<file path="src/rtl/fpnan_pkg.sv">
package fpnan_pkg;

  typedef struct packed {
    logic       inv_sig;
    logic       all_quiet;
    logic [1:0] dnan_sel;
    logic       alt_silence;
  } nan_mode_t;

  function automatic int exp_width(input int fmt_w);
    if (fmt_w == 16) return 5;
    else if (fmt_w == 64) return 11;
    else return 8;
  endfunction

endpackage

</file>
<file path="src/rtl/fpnan_classify.sv">
module fpnan_classify
  import fpnan_pkg::*;
#(
  parameter int FMT_W = 32
) (
  input  logic [FMT_W-1:0] x,
  input  nan_mode_t        mode,
  output logic             is_quiet,
  output logic             is_signaling
);
  localparam int EXP_W  = exp_width(FMT_W);
  localparam int FRAC_W = FMT_W - 1 - EXP_W;

  logic exp_ones, top_bit, low_nz, any_nan, std_q, std_s;

  assign exp_ones = &x[FMT_W-2 -: EXP_W];
  assign top_bit  = x[FRAC_W-1];
  assign low_nz   = |x[FRAC_W-2:0];
  assign any_nan  = exp_ones && (top_bit || low_nz);
  assign std_q    = exp_ones && top_bit;
  assign std_s    = exp_ones && !top_bit && low_nz;

  always_comb begin
    if (mode.all_quiet) begin
      is_quiet     = any_nan;
      is_signaling = 1'b0;
    end else if (mode.inv_sig) begin
      is_quiet     = std_s;
      is_signaling = std_q;
    end else begin
      is_quiet     = std_q;
      is_signaling = std_s;
    end
  end
endmodule

</file>
<file path="src/rtl/fpnan_default.sv">
module fpnan_default
  import fpnan_pkg::*;
#(
  parameter int FMT_W = 32
) (
  input  nan_mode_t        mode,
  output logic [FMT_W-1:0] dflt
);
  localparam int EXP_W  = exp_width(FMT_W);
  localparam int FRAC_W = FMT_W - 1 - EXP_W;
  localparam logic [FMT_W-1:0] ONE       = {{(FMT_W-1){1'b0}}, 1'b1};
  localparam logic [FMT_W-1:0] EXP_FIELD = {1'b0, {EXP_W{1'b1}}, {FRAC_W{1'b0}}};
  localparam logic [FMT_W-1:0] FRAC_ALL  = {{(EXP_W+1){1'b0}}, {FRAC_W{1'b1}}};
  localparam logic [FMT_W-1:0] SIGN_BIT  = {1'b1, {(FMT_W-1){1'b0}}};
  localparam logic [FMT_W-1:0] TOP_FRAC  = ONE << (FRAC_W-1);
  localparam logic [FMT_W-1:0] NEXT_FRAC = ONE << (FRAC_W-2);

  always_comb begin
    if (mode.inv_sig) begin
      dflt = EXP_FIELD | (FRAC_ALL & ~TOP_FRAC);
    end else begin
      case (mode.dnan_sel)
        2'd0:    dflt = EXP_FIELD | TOP_FRAC;
        2'd1:    dflt = SIGN_BIT | EXP_FIELD | TOP_FRAC;
        2'd2:    dflt = EXP_FIELD | FRAC_ALL;
        default: dflt = EXP_FIELD | NEXT_FRAC;
      endcase
    end
  end
endmodule

</file>
<file path="src/rtl/fpnan_quieter.sv">
module fpnan_quieter
  import fpnan_pkg::*;
#(
  parameter int FMT_W = 32
) (
  input  logic [FMT_W-1:0] x,
  input  logic             is_signaling,
  input  nan_mode_t        mode,
  input  logic [FMT_W-1:0] dflt,
  output logic [FMT_W-1:0] y
);
  localparam int EXP_W  = exp_width(FMT_W);
  localparam int FRAC_W = FMT_W - 1 - EXP_W;
  localparam logic [FMT_W-1:0] ONE       = {{(FMT_W-1){1'b0}}, 1'b1};
  localparam logic [FMT_W-1:0] TOP_FRAC  = ONE << (FRAC_W-1);
  localparam logic [FMT_W-1:0] NEXT_FRAC = ONE << (FRAC_W-2);

  always_comb begin
    if (!is_signaling)
      y = x;
    else if (!mode.inv_sig)
      y = x | TOP_FRAC;
    else if (mode.alt_silence)
      y = (x & ~TOP_FRAC) | NEXT_FRAC;
    else
      y = dflt;
  end
endmodule

</file>
<file path="src/rtl/fpnan_unit.sv">
module fpnan_unit
  import fpnan_pkg::*;
#(
  parameter int FMT_W = 32
) (
  input  logic             clk,
  input  logic             rst_n,
  input  logic             in_valid,
  output logic             in_ready,
  input  logic [FMT_W-1:0] in_data,
  input  logic             inv_sig,
  input  logic             all_quiet,
  input  logic [1:0]       dnan_sel,
  input  logic             alt_silence,
  output logic             out_valid,
  input  logic             out_ready,
  output logic             out_quiet,
  output logic             out_signaling,
  output logic [FMT_W-1:0] out_data,
  output logic [FMT_W-1:0] out_default
);
  localparam int EXP_W  = exp_width(FMT_W);
  localparam int FRAC_W = FMT_W - 1 - EXP_W;
  localparam logic [FMT_W-1:0] EXP_FIELD = {1'b0, {EXP_W{1'b1}}, {FRAC_W{1'b0}}};

  nan_mode_t        mode;
  logic             c_quiet, c_sig, accept;
  logic [FMT_W-1:0] c_dflt, c_data;

  assign mode     = '{inv_sig: inv_sig, all_quiet: all_quiet, dnan_sel: dnan_sel,
                      alt_silence: alt_silence};
  assign in_ready = !out_valid || out_ready;
  assign accept   = in_valid && in_ready;

  fpnan_classify #(.FMT_W(FMT_W)) u_class (
    .x(in_data), .mode(mode), .is_quiet(c_quiet), .is_signaling(c_sig));

  fpnan_default #(.FMT_W(FMT_W)) u_dflt (.mode(mode), .dflt(c_dflt));

  fpnan_quieter #(.FMT_W(FMT_W)) u_quiet (
    .x(in_data), .is_signaling(c_sig), .mode(mode), .dflt(c_dflt), .y(c_data));

  always_ff @(posedge clk or negedge rst_n) begin
    if (!rst_n) out_valid <= 1'b0;
    else if (in_ready) out_valid <= in_valid;
  end

  always_ff @(posedge clk) begin
    if (accept) begin
      out_quiet     <= c_quiet;
      out_signaling <= c_sig;
      out_data      <= c_data;
      out_default   <= c_dflt;
    end
  end

  a_r10_reset_idle: assert property (@(posedge clk) !rst_n |=> !out_valid);

  a_r1_hold_when_stalled: assert property (@(posedge clk) disable iff (!rst_n)
    (out_valid && !out_ready) |=> (out_valid && $stable(out_data) && $stable(out_default)
                                   && $stable(out_quiet) && $stable(out_signaling)));

  a_r2_flags_exclusive: assert property (@(posedge clk) disable iff (!rst_n)
    out_valid |-> !(out_quiet && out_signaling));

  a_r4_no_signaling: assert property (@(posedge clk) disable iff (!rst_n)
    (accept && all_quiet) |=> !out_signaling);

  a_r5_top_bit_set: assert property (@(posedge clk) disable iff (!rst_n)
    (accept && !inv_sig && !all_quiet && c_sig) |=> out_data[FRAC_W-1]);

  a_r8_inverted_default: assert property (@(posedge clk) disable iff (!rst_n)
    (accept && inv_sig) |=> (((out_default & EXP_FIELD) == EXP_FIELD)
                             && !out_default[FRAC_W-1] && !out_default[FMT_W-1]));
endmodule

</file>
<file path="config.mk">
export PLATFORM = sky130hd
export DESIGN_NAME = fpnan_unit
export DESIGN_NICKNAME = d
export VERILOG_FILES = /design/src/rtl/fpnan_pkg.sv /design/src/rtl/fpnan_classify.sv /design/src/rtl/fpnan_default.sv /design/src/rtl/fpnan_quieter.sv /design/src/rtl/fpnan_unit.sv
export SDC_FILE = /design/constraint.sdc
export NUM_CORES = 1
export LEC_CHECK = 0
export CAP_MARGIN = 15
export CORE_MARGIN = 2
export CORE_UTILIZATION = 29
export CTS_CLUSTER_SIZE = 40
export DETAILED_ROUTE_END_ITERATION = 10
export PLACE_DENSITY = 0.71
export SYNTH_ARGS = -nofsm -noshare
export SYNTH_HDL_FRONTEND = slang
export SYNTH_SLANG_ARGS = --single-unit
</file>
<file path="constraint.sdc">
create_clock -name clk -period 1.6 [get_ports clk]
set_input_delay 0.16 -clock clk [delete_from_list [all_inputs] [get_ports clk]]
set_output_delay 0.16 -clock clk [all_outputs]
set_load 0.03 [all_outputs]
</file>
* Word level (Yosys, flattened, before mapping)
Cells that the tools add are included.
W data, S select, Z words.
** Word-level totals
- Flip-flop bits (word level) :: 67
- Input bits :: 41
- Logic and storage cells :: 28
** Cells by class
- Equal/unequal tests :: 2
- Multiplexer cells :: 9
- Reductions and logical operators :: 12
** Operator list (count)
- $mux W32 :: 4
- $pmux W32 S3 :: 1
- $reduce_or A22 Y1 :: 1
- $reduce_and A8 Y1 :: 1
- $logic_and A1 B1 Y1 :: 5
- $mux W1 :: 4
- $eq A2 B1 Y1 const B :: 1
- $eq A2 B2 Y1 const B :: 1
- $logic_not A1 Y1 :: 2
- $logic_not A2 Y1 :: 1
- $logic_or A1 B1 Y1 :: 2

* Longest topological paths before layout
Gate-level depths: netlist of run 1.
- Word-level depth :: 6
- Mapped depth :: 5

* Hierarchy
A second synthesis of run 1 with hierarchy kept.
** Second synthesis, totals
- Cell total of the unflattened synthesis :: 159
- Area, all modules :: 2919.0 sq um
** Modules (own cells, without submodules)
- fpnan_unit :: instances 1, cells an instance 70, area an instance 2035.7 sq um, sequential area each 2006.9 sq um
- fpnan_quieter :: instances 1, cells an instance 40, area an instance 526.8 sq um, sequential area each 0.0 sq um
- fpnan_default :: instances 1, cells an instance 34, area an instance 246.5 sq um, sequential area each 0.0 sq um
- fpnan_classify :: instances 1, cells an instance 15, area an instance 110.1 sq um, sequential area each 0.0 sq um

* Worst setup path after synthesis of run 1
No wires, ideal clock.
- Path type :: register to register
- Start :: reg out_valid
- End :: reg out_data[0], enable pin
- Library setup time :: 0.399 ns
- Arrival time :: 1.804 ns
- Required time :: 1.201 ns
- Slack :: -0.603 ns
- Stages on the path, launching flop included :: 3
- Buffers on the path :: 0
- Clock period less this slack :: 2.203 ns
- Cells stage by stage :: dfrtp_1 -> nand2b_1 -> and2_1
** Between the ends
- Longest elaborated chain between the ends :: 3
** Ends and longest elaborated chain
- start: declaration :: line fpnan_unit.sv:15 : output logic out_valid,
- start signal: assignment :: line fpnan_unit.sv:45 : else if (in_ready) out_valid <= in_valid;
- $logic_not A1 Y1 :: line fpnan_unit.sv:32 : assign in_ready = !out_valid || out_ready;
- $logic_or A1 B1 Y1 :: line fpnan_unit.sv:32
- net in_ready :: line fpnan_unit.sv:9 : output logic in_ready,
- $logic_and A1 B1 Y1 :: line fpnan_unit.sv:33 : assign accept = in_valid && in_ready;
- net accept :: line fpnan_unit.sv:27 : logic c_quiet, c_sig, accept;
- end signal: assignment :: line fpnan_unit.sv:52 : out_data <= c_data;
- end: declaration :: line fpnan_unit.sv:19 : output logic [FMT_W-1:0] out_data,
The timed path passes the listed nets, and every way through them passes these cells.
A chain may end at the register's enable or synchronous reset.

* Final worst setup path of run 1
- Start :: in in_data[5]
- End :: reg out_data[22] (data pin)
** Between the ends
- Longest elaborated chain between the ends :: 5
** Ends and longest elaborated chain
- start: declaration :: line fpnan_unit.sv:10 : input logic [FMT_W-1:0] in_data,
- $reduce_or A22 Y1 :: line fpnan_classify.sv:18 : assign low_nz = |x[FRAC_W-2:0];
- $logic_and A1 B1 Y1 :: line fpnan_classify.sv:21 : assign std_s = exp_ones && !top_bit && low_nz;
- $mux W1 :: line fpnan_classify.sv:27 : end else if (mode.inv_sig) begin
- $mux W1 :: line fpnan_classify.sv:24 : if (mode.all_quiet) begin
- $mux W32 :: line fpnan_quieter.sv:19 : if (!is_signaling)
- net c_data[22] :: line fpnan_unit.sv:28 : logic [FMT_W-1:0] c_dflt, c_data;
The timed path passes the listed nets, and every way through them passes these cells.

==> reports/results.tsv, run 1 <==
metric	value	unit
outcome	complete, no violations	
diodes	0	
grt.overflow.total	0	
p_switching	0.000657	W
critPathLaunchType	primary input	
cts_setup_buffers	0	
cp-end-kind	register	
drtAntennaViolNets	0	
root_buffer	clkbuf_8	
intPower	0.00190	W
drc	0	
highest_layer	met4	
hold_viol_final	0	
placed_area	2760	um2
drt_iter0_markers	41	
instances_no_fill	295	
final-setup-viol-count	0	
io_pins	109	
hpwlAfterDp	2960	um
postSynthCellCount	132	
power_switching_share	25.7	%
met3WireLength	488	um
synth-seq-cells	39	
cts_sinks	39	
layout_common_cells	78 x clkdlybuf4s50_1, 38 x edfxtp_1, 22 x dlygate4sd2_1	
grt_pass1_wl	5330	um
dieArea	6800	um2
grt_pass1_vias	1140	
async_reset_ff_share	2.56	%
syn_area	1790	um2
synth-simple-area-share	15.7	%
htree_levels	2	
syn2layout_area_growth	60.4	%
cts_tree	done	
wl_met1	1390	um
cts.clk_slew.worst_paths	0.07	ns
io_buffers	100	
combPwrFrac	21.5	%
fin_crit	1.58	ns
post-place-cells	286	
max_freq	0.631	GHz
synth_xor_area_share	0	%
power_density	892	nW/um2
setup_tns	0	ns
critPathKind	primary input to register	
wl_met2	1780	um
avgSynthCellArea	13.5	um2
nFillCells	539	
cts_buffers	5	
insertion_delay	0.29	ns
drive_gt1_share	14.5	%
slew_viol_final	0	
p_leak	1.08	nW
avgRoutedWirePerCell	12.6	um
final_common_cell	clkdlybuf4s50_1	
grt_usage	10.9	%
wl	3710	um
fp.dieW	82.5	um
num_vias	1224	
core	5920	um2
holdWs	0.458	ns
synth_compound_area_share	3.29	%
vias_per_cell	4.15	
p_total	0.00256	W
synth_cell_types	29	
gp_congestion	0.718	
critical_path.max_fanout	3	
hold_path_class	primary input to register	
yosys.area_share.adder	0	%
cp.required	1.62	ns
start_util	30.2	%
grt_max_degree	22	
synth_top_family_by_area	simple AND/OR/NAND/NOR gates	
num_rows	28	
ys_warn_count	0	
yosysSeqAreaShare	65.3	%
fin_area	2860	um2
first_pass_iters	4	
yosys_most_used_dff	edfxtp_1	
seq_power_share	46.9	%
power.share.clock	31.6	%
antenna_found_initial	0	
max_cap_viol_count	0	
cp_data_arrival_time	1.60	ns
clockBufferDepth	2	
rrSetupSlack	0.43	ns
layout.nets	260	
die_height	82.5	um
period_share	99.0	%
synth_edf_count	38	
muxShareOfSynthArea	0	%
ir_drop	0.410	mV
finClkSkew	0.00306	ns
rsz0062_at_grt	no	
## worst paths after layout
check,startpoint,cells after the start,end
min in group asynchronous,rst_n,2,out_valid$_DFFE_PN0N_
worst max register to register,out_valid$_DFFE_PN0N_,3,out_data[13]$_DFFE_PP_
worst min register to register,out_valid$_DFFE_PN0N_,2,out_valid$_DFFE_PN0N_
worst min-delay path,in_data[28],1,out_data[28]$_DFFE_PP_
worst max-delay path,in_data[5],4,out_data[22]$_DFFE_PP_
max in group asynchronous,rst_n,2,out_valid$_DFFE_PN0N_
## what timing repair did
item                                   CTS  global route
pin swaps                                0             0
setup endpoints to repair               22             2
endpoints found under the hold margin    1             0
hold buffers                             1             0
resized for setup                       22             1
## power by group through the flow
stage               Clock, W  Combinational [W]  Sequential [W]
finish              0.000807           0.000549         0.00120
global route        0.000884           0.000579         0.00121
CTS                 0.000842           0.000553         0.00120
detailed placement         0           0.000571         0.00122
global placement           0           0.000568         0.00122
floorplan                  0           0.000204         0.00134
## metal layers
metal  track usage, %  up-vias
li1                 -      601
met1             12.1      545
met2             18.1       70
met3             4.67        8
met4             5.00        0
met5                0        -
## metrics by stage
stage          util, %  worst slack (ns)
6_report          48.4            0.0162
5_1_grt           48.4            0.0148
4_1_cts           48.3            0.0560
3_5_place_dp      46.7            -0.268
3_3_place_gp      46.7            -0.267
2_1_floorplan        -             0.123
## sequential cells by signal, summed over array words and instances, names as in the netlist
register / flops
out_data: 32
out_default: 4
out_quiet: 1
out_signaling: 1
out_valid: 1
## layout make-up
type                            instances  area (um2)  area share (%)
Sequential cell                        39        1170            40.7
Timing Repair Buffer                  112        1100            38.5
Tap cell                               75        93.8            3.28
Clock inverter                          3        43.8            1.53
Inverter                                2        7.51           0.262
Multi-Input combinational cell         59         380            13.3
Clock buffer                            5        68.8            2.40
## cells in the mapped netlist, drive strengths merged (3+ instances only)
cell    count  area [um2]
clkbuf      8        31.3
or2        22         138
edfxtp     38        1140
buf        31         238
nor2        3        11.3
nor4        5        31.3
nand4       3        18.8
## worst max-delay path, cell delays in order
cell             delay, ns
clkdlybuf4s50_1       0.41
or4_4                 0.55
o41ai_1               0.37
a22oi_1               0.11
## kinds of logic after synthesis
kind of cell,Yosys count
compound gates,8
buf+inv,41
other cells,1
simple gates,43
flops,39
No activity file was read; power rests on OpenSTA's default activity.
==> run 2: changes to the inputs <==
--- a/config.mk
+++ b/config.mk
@@ -10,7 +10,8 @@
 export CORE_UTILIZATION = 29
 export CTS_CLUSTER_SIZE = 40
 export DETAILED_ROUTE_END_ITERATION = 10
-export PLACE_DENSITY = 0.71
+export PLACE_DENSITY = 0.77
 export SYNTH_ARGS = -nofsm -noshare
 export SYNTH_HDL_FRONTEND = slang
 export SYNTH_SLANG_ARGS = --single-unit
+export TNS_END_PERCENT = 10
==> run 2 against run 1 <==
  * Final cell count grew 1.0%
  * Sequential cell count is the same
  * Core utilization grew 1.3 points
  * Clock power grew 17%
  * Largest cell class unchanged
==> reports/results.tsv, run 2 (synthesized netlist as in run 1, its figures left out) <==
metric	value	unit
dieArea	6800	um2
cts_tree	done	
htree_levels	2	
critPathKind	primary input to register	
seq_power_share	44.5	%
cts_sinks	39	
nFillCells	545	
crit_path_cell_trace	clkdlybuf4s50_1 > nor4_2 > nand4_1 > o41ai_2 > a22oi_1	
hpwlAfterDp	3160	um
layout_common_cells	67 x clkdlybuf4s50_1, 38 x edfxtp_1, 22 x dlygate4sd2_1	
crit_slowest_cell	clkdlybuf4s50_1	
hold_viol_final	0	
layout.nets	263	
io_pins	109	
critical_path.max_fanout	3	
io_buffers	100	
crit_end	out_data[22]$_DFFE_PP_	
p_leak	1.20	nW
core	5920	um2
cp.required	1.63	ns
first_pass_iters	4	
r2r_start	out_valid$_DFFE_PN0N_	
largest_reg_flops	32	
instances_no_fill	298	
power.share.clock	35.1	%
num_vias	1242	
gp_congestion	0.667	
grt_usage	11.3	%
slowest_delay	0.44	ns
p_switching	0.000646	W
top_register	out_data	
die_height	82.5	um
root_buffer	clkbuf_8	
antenna_found_initial	0	
setup_tns	0	ns
rrSetupSlack	0.45	ns
cp_data_arrival_time	1.59	ns
max_freq	0.640	GHz
max_cap_viol_count	0	
grt.overflow.total	0	
insertion_delay	0.28	ns
crit_start	in_data[3]	
power_density	917	nW/um2
power_switching_share	23.9	%
combPwrFrac	20.4	%
wl	4110	um
post-place-cells	289	
syn2layout_area_growth	64.8	%
critPathLaunchType	primary input	
diodes	0	
grt_pass1_vias	1180	
finClkSkew	0.00587	ns
slew_viol_final	0	
p_total	0.00270	W
cp-end-kind	register	
drive_gt1_share	17.5	%
outcome	complete, no violations	
hold_path_class	primary input to register	
cts.clk_slew.worst_paths	0.07	ns
intPower	0.00205	W
fin_crit	1.56	ns
grt_max_degree	31	
vias_per_cell	4.17	
cts_setup_buffers	0	
final-setup-viol-count	0	
holdWs	0.211	ns
drc	0	
ir_drop	0.515	mV
grt_pass1_wl	5640	um
clockBufferDepth	2	
drtAntennaViolNets	0	
worst_r2r_endpoint	out_quiet$_DFFE_PP_	
final_common_cell	clkdlybuf4s50_1	
fp.dieW	82.5	um
num_rows	28	
cts_buffers	5	
avgRoutedWirePerCell	13.8	um
start_util	30.2	%
period_share	97.7	%
reg_top3	out_data: 32 flops, out_default: 4 flops	
drt_iter0_markers	48	
worstRegToRegCells	3	
[run 2: cell types whose count changed in the layout (fill, tap and decap cells not counted), moves of 2 or more]
cell / before / now
o41ai_2: 0 / 2
nor4_1: 4 / 1
o41ai_1: 2 / 0
clkdlybuf4s50_1: 78 / 67
nor4_2: 1 / 4
buf_4: 8 / 13
dlymetal6s2s_1: 0 / 11
buf_12: 3 / 1
[run 2: cell type report]
class | instances | area (um2) | share of cell area [%]
clock buffers | 6 | 72.6 | 2.47
clock inverters | 2 | 60.1 | 2.04
inverters | 2 | 7.51 | 0.255
multi-input cells | 59 | 414 | 14.1
flip-flops and latches | 39 | 1170 | 39.6
well taps | 75 | 93.8 | 3.19
repair buffers | 115 | 1130 | 38.4
[run 2: what timing repair did]
item | in CTS | in global routing
hold endpoints to repair | 1 | 0
gates cloned | 0 | 0
resized for setup | 22 | 17
setup endpoints to repair | 22 | 3
pin swaps | 0 | 7
hold buffers | 1 | 0
[run 2: worst min-delay path by stage]
stage / endpoint / start / cells after the start / slack [ns]
after global placement: out_valid$_DFFE_PN0N_ / rst_n / 1 / 0.31
after global routing: out_data[14]$_DFFE_PP_ / in_data[14] / 2 / 0.20
after detailed placement: out_valid$_DFFE_PN0N_ / rst_n / 1 / 0.31
after CTS: out_data[24]$_DFFE_PP_ / in_data[24] / 1 / 0.45
final: out_data[16]$_DFFE_PP_ / in_data[16] / 2 / 0.21
after floorplan: out_valid$_DFFE_PN0N_ / rst_n / 0 / -0.14
[run 2: worst max-delay path: cells and delay by family]
kind | cells | cell delay (ns)
AO/OA/AOI/OAI | 2 | 0.45
AND/OR/NAND/NOR | 2 | 0.53
buffers and inverters | 1 | 0.44
[run 2: per-layer routing]
metal	wire (um)	track usage [%]	up-vias
li1	-	-	602
met3	483	5.65	6
met5	0	0	-
met2	2090	18.8	67
met1	1490	12.6	567
met4	42	4.00	0
[run 2: power groups by stage]
stage	combinational, W	sequential (W)	clock, W
after global routing	0.000580	0.00120	0.00102
after floorplan	0.000204	0.00134	0
after global placement	0.000564	0.00122	0
after detailed placement	0.000570	0.00122	0
final	0.000549	0.00120	0.000948
after CTS	0.000552	0.00120	0.000979
[run 2: through the flow]
stage	cell area (um2)	worst slack, ns	util, %
3_3_place_gp	2760	-0.222	46.6
4_1_cts	2880	0.00414	48.6
3_5_place_dp	2760	-0.303	46.6
2_1_floorplan	1820	0.123	-
5_1_grt	2940	-0.0407	49.7
6_report	2940	0.0368	49.7
